==> src/rtl/rob_pkg.sv <==
package rob_pkg;
    typedef enum logic [1:0] {
        CLS_REG    = 2'b00,
        CLS_STORE  = 2'b01,
        CLS_BRANCH = 2'b10
    } rob_cls_e;
endpackage

==> src/rtl/rob_ptrs.sv <==
module rob_ptrs #(
    parameter int DEPTH = 8,
    parameter int TAG_W = $clog2(DEPTH),
    parameter int CNT_W = $clog2(DEPTH + 1)
) (
    input  logic             clk,
    input  logic             rst_n,
    input  logic             do_issue,
    input  logic             do_retire,
    input  logic             do_flush,
    output logic [TAG_W-1:0] head,
    output logic [TAG_W-1:0] tail,
    output logic [CNT_W-1:0] count,
    output logic             full,
    output logic             empty
);
    typedef struct packed {
        logic [TAG_W-1:0] head;
        logic [TAG_W-1:0] tail;
        logic [CNT_W-1:0] count;
    } ptr_s;

    ptr_s ptr_d, ptr_q;

    function automatic logic [TAG_W-1:0] step_ptr(input logic [TAG_W-1:0] p);
        return (p == TAG_W'(DEPTH - 1)) ? '0 : p + 1'b1;
    endfunction

    always_comb begin
        ptr_d = ptr_q;
        if (do_flush) begin
            ptr_d = '0;
        end else begin
            if (do_retire) ptr_d.head = step_ptr(ptr_q.head);
            if (do_issue)  ptr_d.tail = step_ptr(ptr_q.tail);
            case ({do_issue, do_retire})
                2'b10:   ptr_d.count = ptr_q.count + 1'b1;
                2'b01:   ptr_d.count = ptr_q.count - 1'b1;
                default: ptr_d.count = ptr_q.count;
            endcase
        end
    end

    always_ff @(posedge clk) begin
        if (!rst_n) ptr_q <= '0;
        else        ptr_q <= ptr_d;
    end

    assign head  = ptr_q.head;
    assign tail  = ptr_q.tail;
    assign count = ptr_q.count;
    assign full  = (ptr_q.count == CNT_W'(DEPTH));
    assign empty = (ptr_q.count == '0);


    no_overflow_chk: assert property (@(posedge clk) disable iff (!rst_n)
        count <= CNT_W'(DEPTH));

    issue_not_full_chk: assert property (@(posedge clk) disable iff (!rst_n)
        do_issue |-> !full);

    retire_not_empty_chk: assert property (@(posedge clk) disable iff (!rst_n)
        do_retire |-> !empty);

    flush_resets_chk: assert property (@(posedge clk) disable iff (!rst_n)
        do_flush |=> (empty && head == '0 && tail == '0));
endmodule

==> src/rtl/rob_store.sv <==
module rob_store #(
    parameter int DEPTH  = 8,
    parameter int TAG_W  = $clog2(DEPTH),
    parameter int DATA_W = 32,
    parameter int DEST_W = 16
) (
    input  logic              clk,
    input  logic              rst_n,
    input  logic              flush,
    input  logic              alloc_en,
    input  logic [TAG_W-1:0]  alloc_tag,
    input  logic [1:0]        alloc_cls,
    input  logic [DEST_W-1:0] alloc_dest,
    input  logic              wb_en,
    input  logic [TAG_W-1:0]  wb_tag,
    input  logic [DATA_W-1:0] wb_value,
    input  logic              wb_exc,
    input  logic              wb_mispred,
    input  logic              free_en,
    input  logic [TAG_W-1:0]  head_tag,
    input  logic [TAG_W-1:0]  lk_tag,
    output logic              lk_hit,
    output logic [DATA_W-1:0] lk_value,
    output logic              head_live,
    output logic [1:0]        head_cls,
    output logic [DEST_W-1:0] head_dest,
    output logic [DATA_W-1:0] head_value,
    output logic              head_exc,
    output logic              head_mispred
);
    typedef struct packed {
        logic              valid;
        logic              ready;
        logic [1:0]        cls;
        logic [DEST_W-1:0] dest;
        logic [DATA_W-1:0] value;
        logic              exc;
        logic              mispred;
    } ent_s;

    ent_s ent_q [DEPTH];

    for (genvar gi = 0; gi < DEPTH; gi++) begin : g_ent
        localparam logic [TAG_W-1:0] IDX = TAG_W'(gi);
        ent_s e_d, e_q;

        always_comb begin
            e_d = e_q;
            if (flush) begin
                e_d.valid = 1'b0;
            end else begin
                if (free_en && head_tag == IDX) e_d.valid = 1'b0;
                if (alloc_en && alloc_tag == IDX) begin
                    e_d.valid   = 1'b1;
                    e_d.ready   = 1'b0;
                    e_d.cls     = alloc_cls;
                    e_d.dest    = alloc_dest;
                    e_d.value   = '0;
                    e_d.exc     = 1'b0;
                    e_d.mispred = 1'b0;
                end
                if (wb_en && wb_tag == IDX && e_q.valid) begin
                    e_d.ready   = 1'b1;
                    e_d.value   = wb_value;
                    e_d.exc     = wb_exc;
                    e_d.mispred = wb_mispred;
                end
            end
        end

        always_ff @(posedge clk) begin
            if (!rst_n) e_q <= '0;
            else        e_q <= e_d;
        end

        assign ent_q[gi] = e_q;


        wb_capture_chk: assert property (@(posedge clk) disable iff (!rst_n)
            (wb_en && wb_tag == IDX && e_q.valid && !flush && !(free_en && head_tag == IDX))
            |=> (e_q.ready && e_q.value == $past(wb_value)));

        alloc_fresh_chk: assert property (@(posedge clk) disable iff (!rst_n)
            (alloc_en && alloc_tag == IDX && !flush) |=> (e_q.valid && !e_q.ready));

        flush_clear_chk: assert property (@(posedge clk) disable iff (!rst_n)
            flush |=> !e_q.valid);
    end

    assign lk_hit       = ent_q[lk_tag].valid & ent_q[lk_tag].ready;
    assign lk_value     = ent_q[lk_tag].value;
    assign head_live    = ent_q[head_tag].valid & ent_q[head_tag].ready;
    assign head_cls     = ent_q[head_tag].cls;
    assign head_dest    = ent_q[head_tag].dest;
    assign head_value   = ent_q[head_tag].value;
    assign head_exc     = ent_q[head_tag].exc;
    assign head_mispred = ent_q[head_tag].mispred;
endmodule

==> src/rtl/rob_core.sv <==
module rob_core #(
    parameter int DEPTH  = 8,
    parameter int DATA_W = 32,
    parameter int DEST_W = 16,
    localparam int TAG_W = $clog2(DEPTH),
    localparam int CNT_W = $clog2(DEPTH + 1)
) (
    input  logic              clk,
    input  logic              rst_n,
    input  logic              iss_valid,
    input  logic [1:0]        iss_class,
    input  logic [DEST_W-1:0] iss_dest,
    output logic              iss_ready,
    output logic [TAG_W-1:0]  iss_tag,
    input  logic              wb_valid,
    input  logic [TAG_W-1:0]  wb_tag,
    input  logic [DATA_W-1:0] wb_value,
    input  logic              wb_exc,
    input  logic              wb_mispred,
    input  logic [TAG_W-1:0]  lk_tag,
    output logic              lk_hit,
    output logic [DATA_W-1:0] lk_value,
    output logic              ret_reg_we,
    output logic              ret_store_we,
    output logic              ret_exc,
    output logic              ret_flush,
    output logic [DEST_W-1:0] ret_dest,
    output logic [DATA_W-1:0] ret_value,
    output logic [TAG_W-1:0]  ret_tag,
    output logic [CNT_W-1:0]  occupancy,
    output logic              full,
    output logic              empty
);
    import rob_pkg::*;

    logic [TAG_W-1:0] head, tail;
    logic             head_live, head_exc, head_mispred;
    logic [1:0]       head_cls;
    logic             flush_now, accept, wb_en;

    assign flush_now = head_live & (head_exc | (head_cls == CLS_BRANCH && head_mispred));
    assign iss_ready = !full & !flush_now;
    assign accept    = iss_valid & iss_ready;
    assign wb_en     = wb_valid & !flush_now;

    rob_ptrs #(.DEPTH(DEPTH), .TAG_W(TAG_W), .CNT_W(CNT_W)) u_ptrs (
        .clk       (clk),
        .rst_n     (rst_n),
        .do_issue  (accept),
        .do_retire (head_live),
        .do_flush  (flush_now),
        .head      (head),
        .tail      (tail),
        .count     (occupancy),
        .full      (full),
        .empty     (empty)
    );

    rob_store #(.DEPTH(DEPTH), .TAG_W(TAG_W), .DATA_W(DATA_W), .DEST_W(DEST_W)) u_store (
        .clk          (clk),
        .rst_n        (rst_n),
        .flush        (flush_now),
        .alloc_en     (accept),
        .alloc_tag    (tail),
        .alloc_cls    (iss_class),
        .alloc_dest   (iss_dest),
        .wb_en        (wb_en),
        .wb_tag       (wb_tag),
        .wb_value     (wb_value),
        .wb_exc       (wb_exc),
        .wb_mispred   (wb_mispred),
        .free_en      (head_live),
        .head_tag     (head),
        .lk_tag       (lk_tag),
        .lk_hit       (lk_hit),
        .lk_value     (lk_value),
        .head_live    (head_live),
        .head_cls     (head_cls),
        .head_dest    (ret_dest),
        .head_value   (ret_value),
        .head_exc     (head_exc),
        .head_mispred (head_mispred)
    );

    assign iss_tag      = tail;
    assign ret_tag      = head;
    assign ret_exc      = head_live & head_exc;
    assign ret_flush    = flush_now;
    assign ret_reg_we   = head_live & !head_exc & (head_cls == CLS_REG);
    assign ret_store_we = head_live & !head_exc & (head_cls == CLS_STORE);


    ret_onehot_chk: assert property (@(posedge clk) disable iff (!rst_n)
        $onehot0({ret_reg_we, ret_store_we, ret_flush}));

    exc_quiet_chk: assert property (@(posedge clk) disable iff (!rst_n)
        ret_exc |-> (ret_flush && !ret_reg_we && !ret_store_we));

    flush_blocks_issue_chk: assert property (@(posedge clk) disable iff (!rst_n)
        ret_flush |-> !iss_ready);

    swap_count_chk: assert property (@(posedge clk) disable iff (!rst_n)
        (iss_valid && iss_ready && (ret_reg_we || ret_store_we)) |=> $stable(occupancy));

    head_moves_chk: assert property (@(posedge clk) disable iff (!rst_n)
        (ret_reg_we || ret_store_we) |=> (ret_tag != $past(ret_tag) || empty));
endmodule

==> config.mk <==
export PLATFORM = sky130hd
export DESIGN_NAME = rob_core
export DESIGN_NICKNAME = d
export VERILOG_FILES = /design/src/rtl/rob_pkg.sv /design/src/rtl/rob_ptrs.sv /design/src/rtl/rob_store.sv /design/src/rtl/rob_core.sv
export SDC_FILE = /design/constraint.sdc
export NUM_CORES = 1
export LEC_CHECK = 0
export BUFFER_PORTS_ARGS = -buffer_cell sky130_fd_sc_hd__buf_4
export CAP_MARGIN = 20
export CORE_MARGIN = 5
export CORE_UTILIZATION = 50
export CTS_BUF_LIST = sky130_fd_sc_hd__clkbuf_16
export DETAILED_ROUTE_END_ITERATION = 6
export PLACE_DENSITY = 0.67
export SYNTH_ARGS = -nofsm -noshare
export SYNTH_HDL_FRONTEND = slang
export SYNTH_SLANG_ARGS = --single-unit
==> constraint.sdc <==
create_clock -name clk -period 9 [get_ports clk]
set_input_delay 1.8 -clock clk [delete_from_list [all_inputs] [get_ports clk]]
set_output_delay 1.8 -clock clk [all_outputs]
set_load 0.03 [all_outputs]
# Yosys cells after proc, flatten, opt, wreduce, memory -nomap -nowiden
# Index checks and enable logic that the tools add are counted.
[word_totals]
ff_bits = 442
input_bits = 62
[classes]
reduce_logical = 75
order_cmp = 2
bitwise = 15
mux = 41
eq_ne = 26
addsub = 4
[ops]
columns = ["operator", "count"]
rows = [
  ["two-way mux 54 bit", 12],
  ["binary-select mux 54 bit (select 3 bit)", 2],
  ["two-way mux 34 bit", 8],
  ["equality test 3 bit, second input constant", 12],
  ["nonzero test 2 bit", 17],
  ["logical AND 1 bit", 33],
  ["AND reduction 2 bit", 16],
  ["equality test 3 x 2 -> 1 bit, second input constant", 6],
  ["two-way mux 1 bit", 16],
  ["AND 1 bit", 10],
  ["equality test 3 x 1 -> 1 bit, second input constant", 3],
  ["zero test 3 bit", 3],
  ["greater-or-equal comparator 4 bit, second input constant", 2],
  ["NOT 3 -> 4 bit", 2],
  ["case mux 4 bit (2 select lines)", 1],
  ["adder 3 x 1 -> 3 bit, second input constant", 2],
  ["two-way mux 3 bit", 2],
  ["adder 4 x 1 -> 4 bit, second input constant", 1],
  ["equality test 2 x 1 -> 1 bit, second input constant", 2],
  ["equality test 2 bit, second input constant", 2],
  ["equality test 4 bit, second input constant", 1],
  ["zero test 4 bit", 1],
  ["subtractor 4 x 1 -> 4 bit, second input constant", 1],
  ["zero test 1 bit", 3],
  ["4 further kinds", 5],
]

# Logic depth before layout (Yosys ltp)
# Gate-level depths: netlist of the first run.
[logic_depth]
depth_word = 14
depth_mapped = 14

# By module
# Synthesis of the first run repeated with hierarchy kept, for this count alone.
[hier_totals]
hier_cells = 2119
hier_area_um2 = 21071.5
[by_module_without_submodules]
columns = ["module", "cells_each", "seq_area_each_um2", "area_each_um2", "n_inst"]
rows = [
  ["rob_store", 2050, 8648.3, 20420.8, 1],
  ["rob_ptrs", 60, 200.2, 554.3, 1],
  ["rob_core", 9, 0.0, 96.3, 1],
]

# Worst setup path before layout of the first run
# No wires, ideal clock.
[synth_timing]
path_type = "input-to-output"
startpoint = "input lk_tag[1]"
endpoint = "output lk_value[15]"
cell_stages = 5
slack_ps = 3637
arrival_ps = 3563
path_cell_list = "clkbuf_1 > buf_1 > mux4_2 > nand2_1 > nand2_1"
[synth_via]
elab_chain_len = 4
[synth_rtl]
columns = ["element", "line", "rtl"]
rows = [
  ["start: declaration", "rob_core.sv:20", "input logic [TAG_W-1:0] lk_tag,"],
  ["NOT 3 -> 4 bit (not written as such)", "rob_store.sv:91", "assign lk_value = ent_q[lk_tag].value;"],
  ["binary-select mux 54 bit (select 3 bit)", "rob_store.sv:91", ""],
  ["two-way mux 54 bit (2 in series)", "--", ""],
  ["end: declaration", "rob_core.sv:22", "output logic [DATA_W-1:0] lk_value,"],
]
# Every way passes these cells. The select of a mux whose other input is x is not followed.

# Worst setup path in the final report of the first run
[layout_timing]
startpoint = "register u_ptrs.ptr_q (netlist bit u_ptrs.head[1])"
endpoint = "output iss_ready"
[layout_via]
elab_chain_len = 10
[layout_rtl]
columns = ["element", "line", "rtl"]
rows = [
  ["start: declaration", "rob_ptrs.sv:23", "ptr_s ptr_d, ptr_q;"],
  ["start signal: assignment", "rob_ptrs.sv:46", "else ptr_q <= ptr_d;"],
  ["NOT 3 -> 4 bit (not written as such) *", "--", ""],
  ["binary-select mux 54 bit (select 3 bit) *", "--", ""],
  ["two-way mux 54 bit (not written as such) * (2 in series)", "rob_store.sv:92", "assign head_live = ent_q[head_tag].valid & ent_q[head_tag].ready;"],
  ["equality test 2 bit", "rob_core.sv:41", "assign flush_now = head_live & (head_exc | (head_cls == CLS_BRANCH && head_mispred));"],
  ["logical AND 1 bit", "rob_core.sv:41", ""],
  ["OR 1 bit", "rob_core.sv:41", ""],
  ["AND 1 bit *", "rob_core.sv:41", ""],
  ["zero test 1 bit *", "rob_core.sv:42", "assign iss_ready = !full & !flush_now;"],
  ["AND 1 bit *", "rob_core.sv:42", ""],
  ["end: declaration", "rob_core.sv:13", "output logic iss_ready,"],
]
# Mark *: on every way between the ends. The rest lies on a longest branch, timed or not. The select of a mux whose other input is x is not followed.

==> results of run 1 <==
==> cell usage in the layout (no fill, tap or decap), types with 18 or more instances in the layout <==
| cell | n |
|---|---|
| nand2_1 | 684 |
| dfxtp_1 | 439 |
| o22ai_1 | 272 |
| buf_4 | 185 |
| mux4_2 | 173 |
| mux2i_1 | 93 |
| nor2b_1 | 93 |
| clkbuf_16 | 49 |
| a21boi_0 | 32 |
| a21boi_1 | 30 |
| inv_1 | 21 |
| nor2_1 | 18 |
| a21oi_1 | 18 |
==> area by class of cell <==
cell class | instances | area, sq um
clock inverter | 35 | 293
clock buffer | 49 | 1230
sequential | 442 | 8860
timing repair buffer | 187 | 1420
inverter | 16 | 60.1
tap | 539 | 674
fill | 3731 | 18000
multi-input combinational | 1502 | 11200
==> routing by layer <==
metal / vias to the layer above / share of wire / global-route usage
li1: 7771 / - / -
met1: 8329 / 0.40 / 0.314
met2: 691 / 0.50 / 0.447
met3: 108 / 0.074 / 0.0483
met4: 2 / 0.022 / 0.0661
met5: - / 0.00033 / 0
==> power by group <==
group | switching (uW) | total [uW] | internal [uW]
Combinational | 162 | 254 | 92.0
Clock | 802 | 1930 | 1130
Sequential | 11.6 | 1980 | 1970
==> state kept, by name, summed over array words and instances, names as in the netlist <==
signal / flops
u_ptrs.head: 3
u_ptrs.count: 4
u_store.ent_q: 432
u_ptrs.tail: 3
==> synth_stat cells (all sizes together) <==
| cell type | instances |
|---|---|
| o22ai | 272 |
| nor4 | 1 |
| a21o | 1 |
| or2 | 1 |
| mux2 | 2 |
| nor2 | 18 |
| xor2 | 2 |
| mux2i | 94 |
| a21boi | 62 |
| xnor2 | 1 |
| clkinv | 2 |
| mux4 | 173 |
| buf | 100 |
| nand2 | 692 |
| nor2b | 93 |
| o211ai | 1 |
| dfxtp | 442 |
| and3 | 6 |
| or3 | 2 |
| a21oi | 18 |
| clkbuf | 101 |
| o2111ai | 2 |
| and2 | 10 |
| nor3 | 8 |
| or3b | 1 |
| and4 | 2 |
| inv | 14 |
| nand3 | 2 |
| fa | 1 |
| o21ai | 18 |
| ha | 15 |
| o21a | 3 |
| o31a | 1 |
==> worst max-delay path, stage by stage (launching register included) <==
cell and delay (ps):
dfxtp_4 1020, buf_4 660, mux4_2 570, mux2_2 300, o31a_2 630, nor2_1 260
nor2_1 60, buf_4 170
==> per-stage QoR <==
| step | worst slack [ps] | cell area [sq um] | power, uW | utilization | hold slack [ps] |
|---|---|---|---|---|---|
| floorplan | 3640 | 20900 | 2200 | - | 430 |
| global placement | 3130 | 22200 | 2270 | 0.532 | 438 |
| detailed placement | 3140 | 22200 | 2280 | 0.532 | 447 |
| CTS | 2840 | 23700 | 4200 | 0.569 | 454 |
| global route | 2640 | 23700 | 4290 | 0.569 | 469 |
| finish | 2930 | 23700 | 4170 | 0.569 | 451 |
==> cells by family after synthesis <==
| logic type | share of synthesized area |
|---|---|
| adders and majority gates | 0.00993 |
| DFF | 0.423 |
| xor gates and xnor gates | 0.00126 |
| muxes | 0.232 |
| buffers and inverters | 0.0464 |
| AOI/OAI and AO/OA | 0.121 |
| and+or+nand+nor | 0.166 |
==> final timing paths <==
path	end	slack [ps]	cells after the start
min reg2reg	u_store.ent_q[210]	450	2
max reg2reg	u_ptrs.count[3]	3700	12
min	u_store.ent_q[210]	450	2
max	iss_ready	2930	7
==> results_dict.tcl, run 1 <==
set metrics [dict create \
    grt.total_usage 0.251 \
    finalCritPeriodShare 0.675 \
    htreeDepth 2 \
    die_area_sq_um 46000 \
    drt_iter0_drc 1423 \
    period_minus_slack_ps 6070 \
    hold_class "reg2reg" \
    diodes 0 \
    cp.required_ps 7200 \
    numCtsBuffers 49 \
    setup-violations-final 0 \
    post_route_cells_drive_above_1_share 0.208 \
    synth_area_leaders "dfxtp_1, mux4_2, nand2_1, o22ai_1, mux2i_1" \
    synth_area_leader_cell "dfxtp_1" \
    cts_root_buf "clkbuf_16" \
    hp-start "u_store.ent_q[210]" \
    drt_pass1_iterations 7 \
    antenna_found_initial 1 \
    ys_seq_area_frac 0.423 \
    yosysUniqueCellTypes 43 \
    avgViaCountPerCell 6.10 \
    clock_skew_ps 15.7 \
    die_h_um 214 \
    place_hpwl_um 33500 \
    synth.avg_cell_area_sq_um 9.68 \
    rows 75 \
    cts-hold-fix-buffers 0 \
    io_pins 160 \
    initial_core_util 0.502 \
    status "finished, final reports clean" \
    grt_overflow 0 \
    io_buffer_count 159 \
    slew_viol_final 0 \
    cp-startpoint "u_ptrs.head[1]" \
    gp_congestion 0.827 \
    dp_cells 2686 \
    stdcell_count 2770 \
    worst_pin_slew_ps 1060 \
    drc 0 \
    cts_setup_buffers 0 \
    core_sq_um 41700 \
    synth.top_cell.area_share 0.423 \
    path_class "reg2out" \
    ant_nets 0 \
    first_global_vias 16814 \
    grt_pass1_wl_um 93700 \
    cap_violations 0 \
    timing.rr.start "u_ptrs.head[1]" \
    cp_max_fo 51 \
    ir_drop_mv 0.130 \
    cts_tree "yes" \
    p_per_area_nw_per_um2 176 \
    grt_start_max_net_pins 182 \
    crit_path_start_kind "flop" \
    ys_seq_elements 442 \
    cts-resized-gates 0 \
    areaGrowthSynthToFinish_pct 13.3 \
    wire_per_inst_um 21.9 \
    synth_cells 2161 \
    die_x_um 214 \
    rsz0062_at_grt "no" \
    hold_viol 0 \
    syn-num-nets 2239 \
    max_freq_mhz 165 \
    ys_warn_count 0 \
    relSlewSlack 0.288 \
    p_leak_uw 0.00908 \
    cp-end-kind "output port" \
    cts_sinks 442 \
    nets 2276 \
    clk-insertion-delay-late_ps 580 \
    wl_um 60600 \
    clk_path_buf_depth 3 \
    synthesis.area_sq_um 20900 \
    worstPathArrival_ps 4270 \
    cts.reportedPaths.clkPinSlew_ps 60 \
    setup_tns_ps 0 \
    dr_total_vias 16901 \
]
(Power assumes the default switching activity.)
==> inputs of run 2 (changes only) <==
- ABC_AREA: not set -> 1
- clock period: 9 -> 6 ns (I/O delays scaled with it)
==> run 2 against run 1 <==
Compared with the run above: routed wire length up 38%; sequential share of layout area decreased by 2.4 points; clock power rose by 55%; final cell count up 40%; sequential power up 52%; flip-flop and latch count unchanged; power grew 70%; first-iteration DRC count up 100%; worst setup slack lost 2100 ps; worst hold slack improved by 9.7 ps; synthesized cell count increased by 55%; register-to-register slack worse by 2300 ps.
==> results_dict.tcl, run 2 <==
set metrics [dict create \
    numCtsBuffers 51 \
    power_switching_uw 2110 \
    rsz0062_at_grt "no" \
    synth_area_leaders "dfxtp_1, a21oi_1, nand3_1, nand2_1, o21ai_0" \
    die_x_um 225 \
    synth_area_leader_cell "dfxtp_1" \
    fin_util 0.556 \
    intPower_uw 4990 \
    layout_commonest_cell "a21oi_1" \
    hold_viol 0 \
    drt_iter0_drc 2917 \
    synth_xor_area_frac 0.00114 \
    drt_pass1_iterations 5 \
    yosysUniqueCellTypes 45 \
    clockPowerShare 0.420 \
    clk_path_buf_depth 3 \
    cp-end-kind "output port" \
    relSlewSlack 0.267 \
    first_global_vias 23048 \
    layout_common_cells "a21oi_1, nand3_1, nand2_1" \
    synth-main-ff-cell "dfxtp_1" \
    synthAdderAreaFrac 0.00898 \
    rows 78 \
    swShare 0.297 \
    core_sq_um 45600 \
    drc 0 \
    status "finished, final reports clean" \
    synth_compound_area_frac 0.254 \
    synth_most_common_cell "a21oi_1" \
    syn-num-nets 3424 \
    setup_tns_ps 0 \
    place_hpwl_um 45700 \
    io_buffer_count 159 \
    synth.avg_cell_area_sq_um 6.91 \
    cts-hold-fix-buffers 0 \
    cp_max_fo 93 \
    r2r_slack_ps 1400 \
    ys_seq_elements 442 \
    die_area_sq_um 50600 \
    cts.reportedPaths.clkPinSlew_ps 60 \
    synth-simple-area-share 0.245 \
    postSynth.asyncResetShare 0 \
    p_leak_uw 0.00825 \
    clk-insertion-delay-late_ps 590 \
    power_frac_seq 0.424 \
    path_class "reg2out" \
    cap_violations 0 \
    synthesis.area_sq_um 23100 \
    htreeDepth 2 \
    diodes 0 \
    cp_top_family "buffers and inverters" \
    grt_pass1_wl_um 128000 \
    synth_edf_count 0 \
    dr_total_vias 24403 \
    grt.total_usage 0.311 \
    slowest_delay_ps 880 \
    ir_drop_mv 0.236 \
    finalCritPeriodShare 0.859 \
    antenna_found_initial 4 \
    crit_path_top_delay_cell "buf_4" \
    crit_path_start_kind "flop" \
    gp_congestion 0.836 \
    initial_core_util 0.507 \
    p_comb_frac 0.156 \
    post_route_cells_drive_above_1_share 0.0980 \
    io_pins 160 \
    hold_class "reg2reg" \
    slew_viol_final 0 \
    cts_root_buf "clkbuf_16" \
    synth_mux_area_frac 0 \
    ys_seq_area_frac 0.383 \
    synth_top_family_by_area "compound AO/OA/AOI/OAI gates" \
    nets 3315 \
    max_freq_mhz 194 \
    ys_warn_count 0 \
    yosys-top-cells-count "a21oi_1, nand3_1, nand2_1" \
    areaGrowthSynthToFinish_pct 9.61 \
    ant_nets 0 \
    synth_cells 3346 \
    path_buf_inv 3 \
    clock_skew_ps 13.0 \
    cts-resized-gates 0 \
    cp.required_ps 4800 \
    worstPathArrival_ps 3950 \
    period_minus_slack_ps 5150 \
    synth.top_cell.area_share 0.383 \
    avgViaCountPerCell 6.30 \
    cts_sinks 442 \
    setup-violations-final 0 \
    crit_top_cell "buf_4" \
    wl_um 83400 \
    cts_setup_buffers 0 \
    worst_pin_slew_ps 1100 \
    grt_start_max_net_pins 177 \
    wire_per_inst_um 21.5 \
    p_per_area_nw_per_um2 280 \
    grt_overflow 0 \
    cts_tree "yes" \
    die_h_um 225 \
    cp_cell_sequence "inv_4 > buf_4 > nor2_1 > o21ai_0 > a21oi_1 > a31oi_1 > buf_4" \
    largest_reg_flops 432 \
]
==> run 2: changes by cell type after synthesis, moves of 64 or more <==
| cell | delta |
|---|---|
| a21oi_1 | +585 |
| nand3_1 | +563 |
| o21ai_0 | +326 |
| o22ai_1 | -256 |
| nand2_1 | -184 |
| mux4_2 | -173 |
| inv_1 | +156 |
| nor2_1 | +114 |
| mux2i_1 | -94 |
| nor2b_1 | -93 |
| clkbuf_1 | +87 |
| a31oi_1 | +81 |
| o211ai_1 | +64 |
==> run 2: path summary, 6_finish.rpt <==
check,depth (start not counted),start,endpoint
worst max register to register,12,u_ptrs.head[0],u_store.ent_q[337]
worst min-delay path,2,u_store.ent_q[424],u_store.ent_q[424]
worst max-delay path,7,u_ptrs.head[0],ret_value[0]
worst min register to register,2,u_store.ent_q[424],u_store.ent_q[424]
==> run 2: logic make-up (layout without fill, tap and decap cells) <==
group | Yosys count | count (layout)
AOI/OAI and AO/OA | 1107 | 1107
xor gates and xnor gates | 3 | 3
adders and majority gates | 16 | 16
buffers and inverters | 546 | 476
DFF | 442 | 442
and+or+nand+nor | 1232 | 1232
==> run 2: per-stage QoR <==
stage	hold WS (ps)	instances	cell area, sq um	setup slack, ps	power, uW
final	461	3876	25300	847	7100
after global routing	471	3876	25300	672	7320
after CTS	461	3875	25300	891	7110
after detailed placement	452	3783	23800	1320	4160
after global placement	448	3783	23800	1350	4150
after floorplan	440	3346	23100	2000	3810
==> run 2: metal layers <==
metal	routed length, um	share of wire	vias up	global-route usage
met5	57	0.00068	-	0
met2	39900	0.48	1317	0.519
met1	32000	0.38	11533	0.389
met3	7930	0.095	266	0.0608
li1	-	-	11279	-
met4	3460	0.041	8	0.143
==> run 2: worst register-to-register path, stage by stage (launching register included) <==
cell	delay, ps
dfxtp_4	890
buf_12	730
nor3_1	200
o21ai_1	330
nand2_1	120
nand2_2	150
inv_4	80
nand2_4	390
inv_2	140
nor2_4	740
buf_12	420
nand3_1	160
a21oi_1	170
==> run 2: cell type report <==
cell class / instances / area, sq um
Multi-Input combinational cell: 2358 / 11800
Fill cell: 4348 / 20200
Tap cell: 600 / 751
Timing Repair Buffer: 201 / 1620
Sequential cell: 442 / 8860
Clock buffer: 53 / 1330
Inverter: 183 / 708
Clock inverter: 39 / 241
==> run 2: power by group through the flow <==
stage | combinational, uW | sequential (uW) | clock, uW
2_1_floorplan | 744 | 3060 | 0
3_3_place_gp | 1080 | 3070 | 0
3_5_place_dp | 1090 | 3070 | 0
4_1_cts | 1090 | 3010 | 3010
5_1_grt | 1180 | 3010 | 3120
6_report | 1110 | 3010 | 2990
